--- config.mk ---
export PLATFORM = sky130hd
export DESIGN_NAME = ipc_initiation_ctrl
export DESIGN_NICKNAME = d
export VERILOG_FILES = /design/src/rtl/ipc_pkg.sv /design/src/rtl/ipc_request_track.sv /design/src/rtl/ipc_collision_state.sv /design/src/rtl/ipc_stage_occupancy.sv /design/src/rtl/ipc_initiation_ctrl.sv
export SDC_FILE = /design/constraint.sdc
export NUM_CORES = 1
export LEC_CHECK = 0
export BUFFER_PORTS_ARGS = -buffer_cell sky130_fd_sc_hd__buf_2
export CORE_ASPECT_RATIO = 0.9
export CORE_UTILIZATION = 52
export CTS_CLUSTER_SIZE = 24
export DETAILED_ROUTE_END_ITERATION = 16
export GPL_ROUTABILITY_DRIVEN = 1
export PLACE_DENSITY = 0.74
export SLEW_MARGIN = 20
export SYNTH_ARGS = -nofsm -noshare
export SYNTH_HDL_FRONTEND = slang
export SYNTH_SLANG_ARGS = --single-unit
--- constraint.sdc ---
create_clock -name clk -period 1.63 [get_ports clk]
set_input_delay 0.326 -clock clk [delete_from_list [all_inputs] [get_ports clk]]
set_output_delay 0.326 -clock clk [all_outputs]
set_load 0.005 [all_outputs]
--- src/rtl/ipc_pkg.sv ---
package ipc_pkg;

  localparam int NUM_STAGES = 8;
  localparam int WIN        = 8;
  localparam int NUM_OPS    = 2;

  // operation kinds
  localparam int OP_ADD = 0;
  localparam int OP_MUL = 1;

  // stage bit positions in the occupancy vector
  localparam int SG_U = 0;
  localparam int SG_S = 1;
  localparam int SG_A = 2;
  localparam int SG_R = 3;
  localparam int SG_M = 4;
  localparam int SG_N = 5;
  localparam int SG_E = 7;

  typedef logic [WIN-1:0] row_t;
  typedef row_t [NUM_STAGES-1:0] table_t;

  // Reservation table: bit k of row s set when the stage s is used k cycles
  // after the operation starts.
  function automatic table_t resv_table(input int op);
    table_t t;
    t = '0;
    if (op == OP_ADD) begin
      t[SG_U][0] = 1'b1;
      t[SG_S][1] = 1'b1;
      t[SG_S][3] = 1'b1;
      t[SG_A][1] = 1'b1;
      t[SG_A][2] = 1'b1;
      t[SG_R][2] = 1'b1;
      t[SG_R][3] = 1'b1;
    end else begin
      t[SG_U][0] = 1'b1;
      t[SG_E][1] = 1'b1;
      for (int k = 1; k <= 4; k++) t[SG_M][k] = 1'b1;
      t[SG_N][5] = 1'b1;
      t[SG_N][6] = 1'b1;
      t[SG_A][6] = 1'b1;
      t[SG_R][7] = 1'b1;
    end
    return t;
  endfunction

  // Bit d set when an operation of kind 'second' may not start d cycles
  // after one of kind 'first'.
  function automatic row_t collide_vec(input int first, input int second);
    table_t tf;
    table_t ts;
    row_t   v;
    tf = resv_table(first);
    ts = resv_table(second);
    v  = '0;
    for (int d = 0; d < WIN; d++)
      for (int s = 0; s < NUM_STAGES; s++)
        for (int k = 0; k + d < WIN; k++)
          if (tf[s][k+d] && ts[s][k]) v[d] = 1'b1;
    return v;
  endfunction

endpackage

--- src/rtl/ipc_request_track.sv ---
module ipc_request_track #(
  parameter int NUM_OPS = ipc_pkg::NUM_OPS
) (
  input  logic                            clk,
  input  logic                            rst,
  input  logic [NUM_OPS-1:0]              req_i,
  input  logic [NUM_OPS-1:0]              take_i,
  output logic [NUM_OPS-1:0]              pend_o,
  output logic [NUM_OPS-1:0][NUM_OPS-1:0] older_o
);

  logic [NUM_OPS-1:0] pend_q;
  logic [NUM_OPS-1:0] kept;
  logic [NUM_OPS-1:0] fresh;

  assign kept  = pend_q & ~take_i;
  assign fresh = req_i & ~kept;

  always_ff @(posedge clk) begin
    if (rst) pend_q <= '0;
    else     pend_q <= kept | req_i;
  end

  assign pend_o = pend_q;

  for (genvar i = 0; i < NUM_OPS; i++) begin : g_row
    for (genvar j = 0; j < NUM_OPS; j++) begin : g_col
      if (i == j) begin : g_diag
        assign older_o[i][j] = 1'b0;
      end else begin : g_pair
        logic age_q;
        always_ff @(posedge clk) begin
          if (rst)                      age_q <= 1'b0;
          else if (kept[i] && kept[j])  age_q <= age_q;
          else if (kept[i] && fresh[j]) age_q <= 1'b1;
          else if (fresh[i] && kept[j]) age_q <= 1'b0;
          else if (fresh[i] && fresh[j]) age_q <= (i < j);
          else                          age_q <= 1'b0;
        end
        assign older_o[i][j] = age_q;
      end
    end

    AST_PEND_HOLD: assert property (@(posedge clk) disable iff (rst)
      (pend_q[i] && !take_i[i]) |=> pend_q[i]);
  end

endmodule

--- src/rtl/ipc_collision_state.sv ---
module ipc_collision_state #(
  parameter int WIN     = ipc_pkg::WIN,
  parameter int NUM_OPS = ipc_pkg::NUM_OPS
) (
  input  logic               clk,
  input  logic               rst,
  input  logic [NUM_OPS-1:0] take_i,
  output logic [NUM_OPS-1:0] allow_o
);

  typedef logic [WIN-1:0] vec_t;

  for (genvar j = 0; j < NUM_OPS; j++) begin : g_dst
    vec_t forbid_q;
    vec_t contrib;

    always_comb begin
      contrib = '0;
      for (int i = 0; i < NUM_OPS; i++)
        if (take_i[i]) contrib = contrib | (vec_t'(ipc_pkg::collide_vec(i, j)) >> 1);
    end

    always_ff @(posedge clk) begin
      if (rst) forbid_q <= '0;
      else     forbid_q <= (forbid_q >> 1) | contrib;
    end

    // bit 0 covers a start in the next cycle
    assign allow_o[j] = ~forbid_q[0];
  end

endmodule

--- src/rtl/ipc_stage_occupancy.sv ---
module ipc_stage_occupancy #(
  parameter int NUM_STAGES = ipc_pkg::NUM_STAGES,
  parameter int WIN        = ipc_pkg::WIN,
  parameter int NUM_OPS    = ipc_pkg::NUM_OPS
) (
  input  logic                  clk,
  input  logic                  rst,
  input  logic [NUM_OPS-1:0]    take_i,
  output logic [NUM_STAGES-1:0] busy_o
);

  typedef logic [WIN-1:0] vec_t;

  for (genvar s = 0; s < NUM_STAGES; s++) begin : g_stage
    vec_t win_q;
    vec_t claim;

    always_comb begin
      ipc_pkg::table_t t;
      claim = '0;
      for (int i = 0; i < NUM_OPS; i++) begin
        t = ipc_pkg::resv_table(i);
        if (take_i[i]) claim = claim | vec_t'(t[s]);
      end
    end

    always_ff @(posedge clk) begin
      if (rst) win_q <= '0;
      else     win_q <= (win_q >> 1) | claim;
    end

    assign busy_o[s] = win_q[0];

    AST_NO_STAGE_CLASH: assert property (@(posedge clk) disable iff (rst)
      ((win_q >> 1) & claim) == '0);
  end

endmodule

--- src/rtl/ipc_initiation_ctrl.sv ---
module ipc_initiation_ctrl #(
  parameter int NUM_STAGES = ipc_pkg::NUM_STAGES,
  parameter int WIN        = ipc_pkg::WIN
) (
  input  logic                  clk,
  input  logic                  rst,
  input  logic                  add_req_i,
  input  logic                  mul_req_i,
  output logic                  add_grant_o,
  output logic                  mul_grant_o,
  output logic [NUM_STAGES-1:0] stage_busy_o
);

  localparam int NOPS = ipc_pkg::NUM_OPS;

  logic [NOPS-1:0]           req;
  logic [NOPS-1:0]           pend;
  logic [NOPS-1:0]           allow;
  logic [NOPS-1:0]           ok;
  logic [NOPS-1:0]           take;
  logic [NOPS-1:0]           grant_q;
  logic [NOPS-1:0][NOPS-1:0] older;

  assign req[ipc_pkg::OP_ADD] = add_req_i;
  assign req[ipc_pkg::OP_MUL] = mul_req_i;

  ipc_request_track #(.NUM_OPS(NOPS)) u_track (
    .clk     (clk),
    .rst     (rst),
    .req_i   (req),
    .take_i  (take),
    .pend_o  (pend),
    .older_o (older)
  );

  ipc_collision_state #(.WIN(WIN), .NUM_OPS(NOPS)) u_state (
    .clk     (clk),
    .rst     (rst),
    .take_i  (take),
    .allow_o (allow)
  );

  ipc_stage_occupancy #(.NUM_STAGES(NUM_STAGES), .WIN(WIN), .NUM_OPS(NOPS)) u_occ (
    .clk    (clk),
    .rst    (rst),
    .take_i (take),
    .busy_o (stage_busy_o)
  );

  // a pending, allowed request wins unless another allowed one is older
  assign ok = pend & allow;

  always_comb begin
    take = ok;
    for (int i = 0; i < NOPS; i++)
      for (int j = 0; j < NOPS; j++)
        if (i != j && ok[i] && ok[j] && !older[i][j]) take[i] = 1'b0;
  end

  always_ff @(posedge clk) begin
    if (rst) grant_q <= '0;
    else     grant_q <= take;
  end

  assign add_grant_o = grant_q[ipc_pkg::OP_ADD];
  assign mul_grant_o = grant_q[ipc_pkg::OP_MUL];

  AST_BUSY_ON_GRANT: assert property (@(posedge clk) disable iff (rst)
    (add_grant_o || mul_grant_o) |-> stage_busy_o[ipc_pkg::SG_U]);

  AST_GRANT_WAS_PENDING: assert property (@(posedge clk) disable iff (rst)
    add_grant_o |-> $past(pend[ipc_pkg::OP_ADD]));

  AST_ADD_SPACING: assert property (@(posedge clk) disable iff (rst)
    add_grant_o |-> (!$past(add_grant_o, 1) && !$past(add_grant_o, 2)));

  AST_MUL_SPACING: assert property (@(posedge clk) disable iff (rst)
    mul_grant_o |-> (!$past(mul_grant_o, 1) && !$past(mul_grant_o, 2)
                     && !$past(mul_grant_o, 3)));

  AST_ADD_AFTER_MUL: assert property (@(posedge clk) disable iff (rst)
    add_grant_o |-> (!$past(mul_grant_o, 4) && !$past(mul_grant_o, 5)));

endmodule

==> flow_summary.yaml, run 1 <==
pwr:
  pwr-share-seq_pct: 68.5
  pwr-share-comb_pct: 6.3
  powerDensity_mw_per_mm2: 1100
  p_leak_nw: 0.428
  power_frac_clock_pct: 25.1
  p_int_uw: 838
  power_switching_uw: 239
  sw_frac_of_total_pct: 22.2
  ir_worst_vdd_mv: 0.678
finish:
  regArea_um2: 561
  syn_to_final_growth_pct: 5.12
  drive_above_1_share_pct: 18.9
  layoutNonFillerInstCount: 119
  n_antenna_cell: 0
  fillCellCount: 158
  nNetsFinal: 101
  multi_input_area_um2: 254
global_route:
  antenna_found_initial: 0
  grt_pass1_vias: 489
  grt_pass1_wl_um: 2010
  grt_max_degree: 17
  grt-ovfl-total: 0
  track_usage_pct: 14.5
sta:
  setup_viol: 0
  final_hold_viol_count: 0
  min_period_ps: 1340
  fin_skew_ps: 1.46
  finalCritPeriodShare_pct: 82.2
  fmax_ghz: 0.747
  slew_viol_final: 0
  fin_setup_tns_ps: 0
  rsz0062_at_grt: "false"
  hold_slack_ps: 253
routing:
  wire_per_inst_um: 10.3
  drt_first_pass_iters: 4
  ant_nets: 0
  drt_iter0_drc: 16
  vias: 571
  routed_wl_um: 1230
  drc: 0
  viasPerCell: 4.80
cts:
  post_cts_buffers: 0
  cts.path.max_buffers: 2
  cts.sinks: 28
  hold_buffers: 0
  cts_resized: 0
  cts_made_buffers: 3
  clk_pin_slew_ps: 130
  htreeDepth: 1
  worstSkewPairLatency_ps: 320
  tritoncts: "built"
  ctsRootBufferMaster: "clkbuf_4"
critical_path:
  start_kind: "register"
  cp.arrival_ps: 1590
  crit_required_ps: 1880
  end_kind: "register"
  crit_type: "reg -> reg"
  crit_fanout: 7
place:
  place.gp.congestion: 0.778
  dp_hpwl_um: 828
  placedCellCount: 116
  port_buffers: 12
floorplanning:
  row_count: 14
  dieHeight_um: 42.1
  fp.dieW_um: 46.5
  io_pins: 14
  start_util_pct: 55.2
  die_area_mm2: 0.00196
  core_area_mm2: 0.00168
logic_synthesis:
  async_flop_share_pct: 0
  synth_area_um2: 928
  syn_inst: 89
  ys_warn_count: 0
  syn_nets: 93
  synth_largest_area_cell: "dfxtp_1"
  synth_seq_cells: 28
  yosysSeqAreaShare_pct: 60.4
  synth_top_flop_cell: "dfxtp_1"
  synth_top_cell_area_share_pct: 60.4
  synth-edff-count: 0
  synth.distinct_cells: 22
  synth.area.top_cells: "dfxtp_1 (60%), nor2b_1 (6.7%), buf_4 (5.7%)"
  syn_avg_cell_area_um2: 10.4
hold_path:
  hp-class: "in -> reg"
outcome:
  status: "complete, no violations"
flow_run:
  cap_violations: 0
## layout by cell type, fill, tap and decap left out, types with 2 or more instances in the layout
| cell | synthesis | final |
|---|---|---|
| dfxtp_1 | 28 | 28 |
| buf_2 | 1 | 12 |
| inv_1 | 11 | 11 |
| nor2b_1 | 10 | 10 |
| o21ai_0 | 9 | 9 |
| nor2_1 | 4 | 4 |
| clkbuf_4 | 0 | 3 |
| nor3b_1 | 2 | 2 |
| a211oi_1 | 2 | 2 |
| o211ai_1 | 2 | 2 |
| nand2_1 | 2 | 2 |
## synth_stat cells, types with 2 or more instances
master    count
nor2b_1      10
a211oi_1      2
buf_4         7
o211ai_1      2
nor2_1        4
o21ai_0       9
nand2_1       2
nor3b_1       2
dfxtp_1      28
inv_1        11
## final timing paths
| check | from | end | slack, ps | cells after the start |
|---|---|---|---|---|
| worst max-delay path | u_occ.g_stage[4].win_q[2]$_SDFF_PP0_ | u_occ.g_stage[1].win_q[1]$_SDFF_PP0_ | 290 | 3 |
| worst min-delay path | mul_req_i | u_track.pend_o[1]$_SDFF_PP0_ | 250 | 3 |
| worst max register to register | u_occ.g_stage[4].win_q[2]$_SDFF_PP0_ | u_occ.g_stage[1].win_q[1]$_SDFF_PP0_ | 290 | 3 |
| worst min register to register | u_occ.g_stage[5].win_q[5]$_SDFF_PP0_ | u_state.g_dst[0].forbid_q[2]$_SDFF_PP0_ | 450 | 2 |
## cell type report
class	count	share of cell area, %
tap	24	3.08
multi-input combinational	40	26.0
inverter	11	4.23
clock buffer	3	2.31
sequential	28	57.4
timing repair buffer	13	6.92
## sequential cells by signal, indices dropped and copies added, names as in the netlist
| signal | cells |
|---|---|
| u_occ.g_stage.win_q | 20 |
| u_state.g_dst.forbid_q | 3 |
| u_track.g_row.g_col.g_pair.age_q | 2 |
| u_track.pend_o | 2 |
| grant_q | 1 |
## per-layer routing
metal	up-vias	GRT usage (%)	part of all wire, %
met2	20	20.3	40
met5	-	0	0
li1	290	-	-
met4	0	8.82	1.5
met1	259	20.3	52
met3	2	2.59	6.2
## kinds of logic after synthesis
group,count (synthesis),share of synthesized area (%)
and+or+nand+nor,23,16.6
buffers and inverters,21,12.3
DFF,28,60.4
other,1,0.404
AOI/OAI and AO/OA,16,10.4
## power groups by stage
stage          logic [mW]  clock network, mW  registers, mW
6_report           0.0681              0.271          0.738
5_1_grt            0.0769              0.304          0.743
4_1_cts            0.0689              0.272          0.737
3_5_place_dp       0.0685                  0          0.753
3_3_place_gp       0.0661                  0          0.752
2_1_floorplan      0.0568                  0          0.749
## stage by stage
| step | setup slack [ps] | instance area, um2 | utilization (%) | power (mW) |
|---|---|---|---|---|
| finish | 291 | 976 | 58.0 | 1.08 |
| global route | 115 | 976 | 58.0 | 1.12 |
| CTS | 293 | 976 | 58.0 | 1.08 |
| detailed placement | 261 | 953 | 56.7 | 0.821 |
| global placement | 304 | 953 | 56.7 | 0.818 |
| floorplan | 387 | 928 | - | 0.806 |
## critical path: stages (launching register included)
cell,delay [ps]
dfxtp_1,460
nor3b_1,100
or4b_1,590
o21ai_0,120
(Power assumes the default switching activity.)
==> run 2, diff against run 1 <==
Clock period 1.63 ns to 1.33 ns, I/O delays scaled along.
==> run 2 against run 1 <==
Compared with the run above: sequential share of layout area down 1.2 points; non-clock buffer count up 1; global-route usage up 1.3 points; count of clock-buffer cells in the layout unchanged; hold slack worse by 74 ps.
==> flow_summary.yaml, run 2 (synthesis gave the netlist of run 1 again) <==
sta:
  min_period_ps: 1260
  fin_skew_ps: 10.5
  fin_setup_tns_ps: 0
  setup_viol: 0
  final_hold_viol_count: 0
  finalCritPeriodShare_pct: 95.1
  rsz0062_at_grt: "false"
  fmax_ghz: 0.791
  slew_viol_final: 0
finish:
  nNetsFinal: 102
  final_common_cell: "dfxtp_1"
  drive_above_1_share_pct: 24.0
  layoutNonFillerInstCount: 120
  fin_util_pct: 59.4
  largest_reg_flops: 20
  syn_to_final_growth_pct: 7.55
  final_cell_mix: "dfxtp_1 (27), buf_2 (12), inv_1 (11), nor2b_1 (10), o21ai_0 (9)"
  reg_top3: "u_occ.g_stage.win_q (20), u_state.g_dst.forbid_q (3)"
  largest-register: "u_occ.g_stage.win_q"
  n_antenna_cell: 0
floorplanning:
  core_area_mm2: 0.00168
  die_area_mm2: 0.00196
  io_pins: 14
  fp.dieW_um: 46.5
  dieHeight_um: 42.1
  start_util_pct: 55.2
  row_count: 14
place:
  placedCellCount: 117
  place.gp.congestion: 0.750
  dp_hpwl_um: 862
  port_buffers: 12
flow_run:
  cap_violations: 0
routing:
  wire_per_inst_um: 10.4
  drt_first_pass_iters: 3
  drc: 0
  routed_wl_um: 1240
  drt_iter0_drc: 8
  vias: 567
  viasPerCell: 4.73
  ant_nets: 0
hold_path:
  worstHoldEndpoint: "u_track.pend_o[0]$_SDFF_PP0_"
  min_from: "rst"
  hp-class: "in -> reg"
  hold_depth: 2
critical_path:
  crit_type: "reg -> reg"
  crit_required_ps: 1580
  cp.arrival_ps: 1510
  timing.rr.start: "u_state.g_dst[0].forbid_q[0]$_SDFF_PP0_"
  rrSetupSlack_ps: 70
  path_delay_family: "simple AND/OR/NAND/NOR gates"
  crit_slowest_cell: "or4b_4"
  end_kind: "register"
  timing.rr.end: "u_occ.g_stage[4].win_q[2]$_SDFF_PP0_"
  crit_buf_inv: 0
  worstPathCellList: "nor3b_2 -> or4b_4 -> o21ai_0"
  reg2reg_depth: 3
  start_kind: "register"
  cp_slowest_stage_delay_ps: 530
  crit_fanout: 6
cts:
  cts_made_buffers: 3
  ctsRootBufferMaster: "clkbuf_4"
  cts.sinks: 28
  hold_buffers: 0
  worstSkewPairLatency_ps: 320
  cts.path.max_buffers: 2
  htreeDepth: 1
  clk_pin_slew_ps: 130
  tritoncts: "built"
  post_cts_buffers: 0
outcome:
  status: "complete, no violations"
global_route:
  grt_pass1_vias: 517
  track_usage_pct: 15.8
  grt_pass1_wl_um: 2130
  grt-ovfl-total: 0
  antenna_found_initial: 0
  grt_max_degree: 17
pwr:
  ir_worst_vdd_mv: 1.07
  p_leak_nw: 0.439
  powerDensity_mw_per_mm2: 1320
[run 2: worst max-delay path by stage]
| stage | start | endpoint | cells after the start |
|---|---|---|---|
| after floorplan | rst | u_state.g_dst[0].forbid_q[0]$_SDFF_PP0_ | 4 |
| after global placement | u_track.pend_o[0]$_SDFF_PP0_ | u_track.g_row[1].g_col[0].g_pair.age_q$_SDFFE_PP0N_ | 3 |
| after detailed placement | u_occ.g_stage[4].win_q[2]$_SDFF_PP0_ | u_state.g_dst[0].forbid_q[0]$_SDFF_PP0_ | 3 |
| after CTS | u_track.pend_o[0]$_SDFF_PP0_ | u_track.g_row[1].g_col[0].g_pair.age_q$_SDFFE_PP0N_ | 3 |
| after global routing | u_occ.g_stage[4].win_q[2]$_SDFF_PP0_ | u_occ.g_stage[2].win_q[2]$_SDFF_PP0_ | 3 |
| final | u_state.g_dst[0].forbid_q[0]$_SDFF_PP0_ | u_occ.g_stage[4].win_q[2]$_SDFF_PP0_ | 3 |
[run 2: timing repair]
item,in CTS,in global routing
gates resized for setup,1,3
endpoints found under the setup margin,1,8
cloned,0,0
pin swaps,0,0
[run 2: metal layers]
layer  vias up  global-route usage (%)  share of wire (%)
met5         -                       0                  0
li1        296                       -                  -
met4         0                    7.06               0.81
met3         2                    6.47                5.5
met1       252                    19.4                 48
met2        17                    23.6                 46
[run 2: report_power, final]
| group | internal (mW) | switching [mW] | leakage [nW] |
|---|---|---|---|
| combinational | 0.0441 | 0.0454 | 0.196 |
| sequential | 0.882 | 0.0245 | 0.229 |
| clock | 0.106 | 0.217 | 0.0138 |
[run 2: cell type report]
class | instances | area (um2)
Clock buffer | 3 | 22.5
Fill cell | 144 | 683
Inverter | 11 | 41.3
Multi-Input combinational cell | 40 | 268
Sequential cell | 28 | 562
Tap cell | 24 | 30.0
Timing Repair Buffer | 14 | 75.1
[run 2: per-stage QoR]
| step | area [um2] | worst slack, ps | total power [mW] | hold WS (ps) |
|---|---|---|---|---|
| finish | 998 | 65.2 | 1.32 | 179 |
| global route | 998 | 1.12 | 1.38 | 171 |
| CTS | 987 | 14.1 | 1.33 | 174 |
| detailed placement | 961 | 19.7 | 1.01 | 424 |
| global placement | 961 | 88.6 | 1.00 | 417 |
| floorplan | 928 | 147 | 0.988 | 397 |
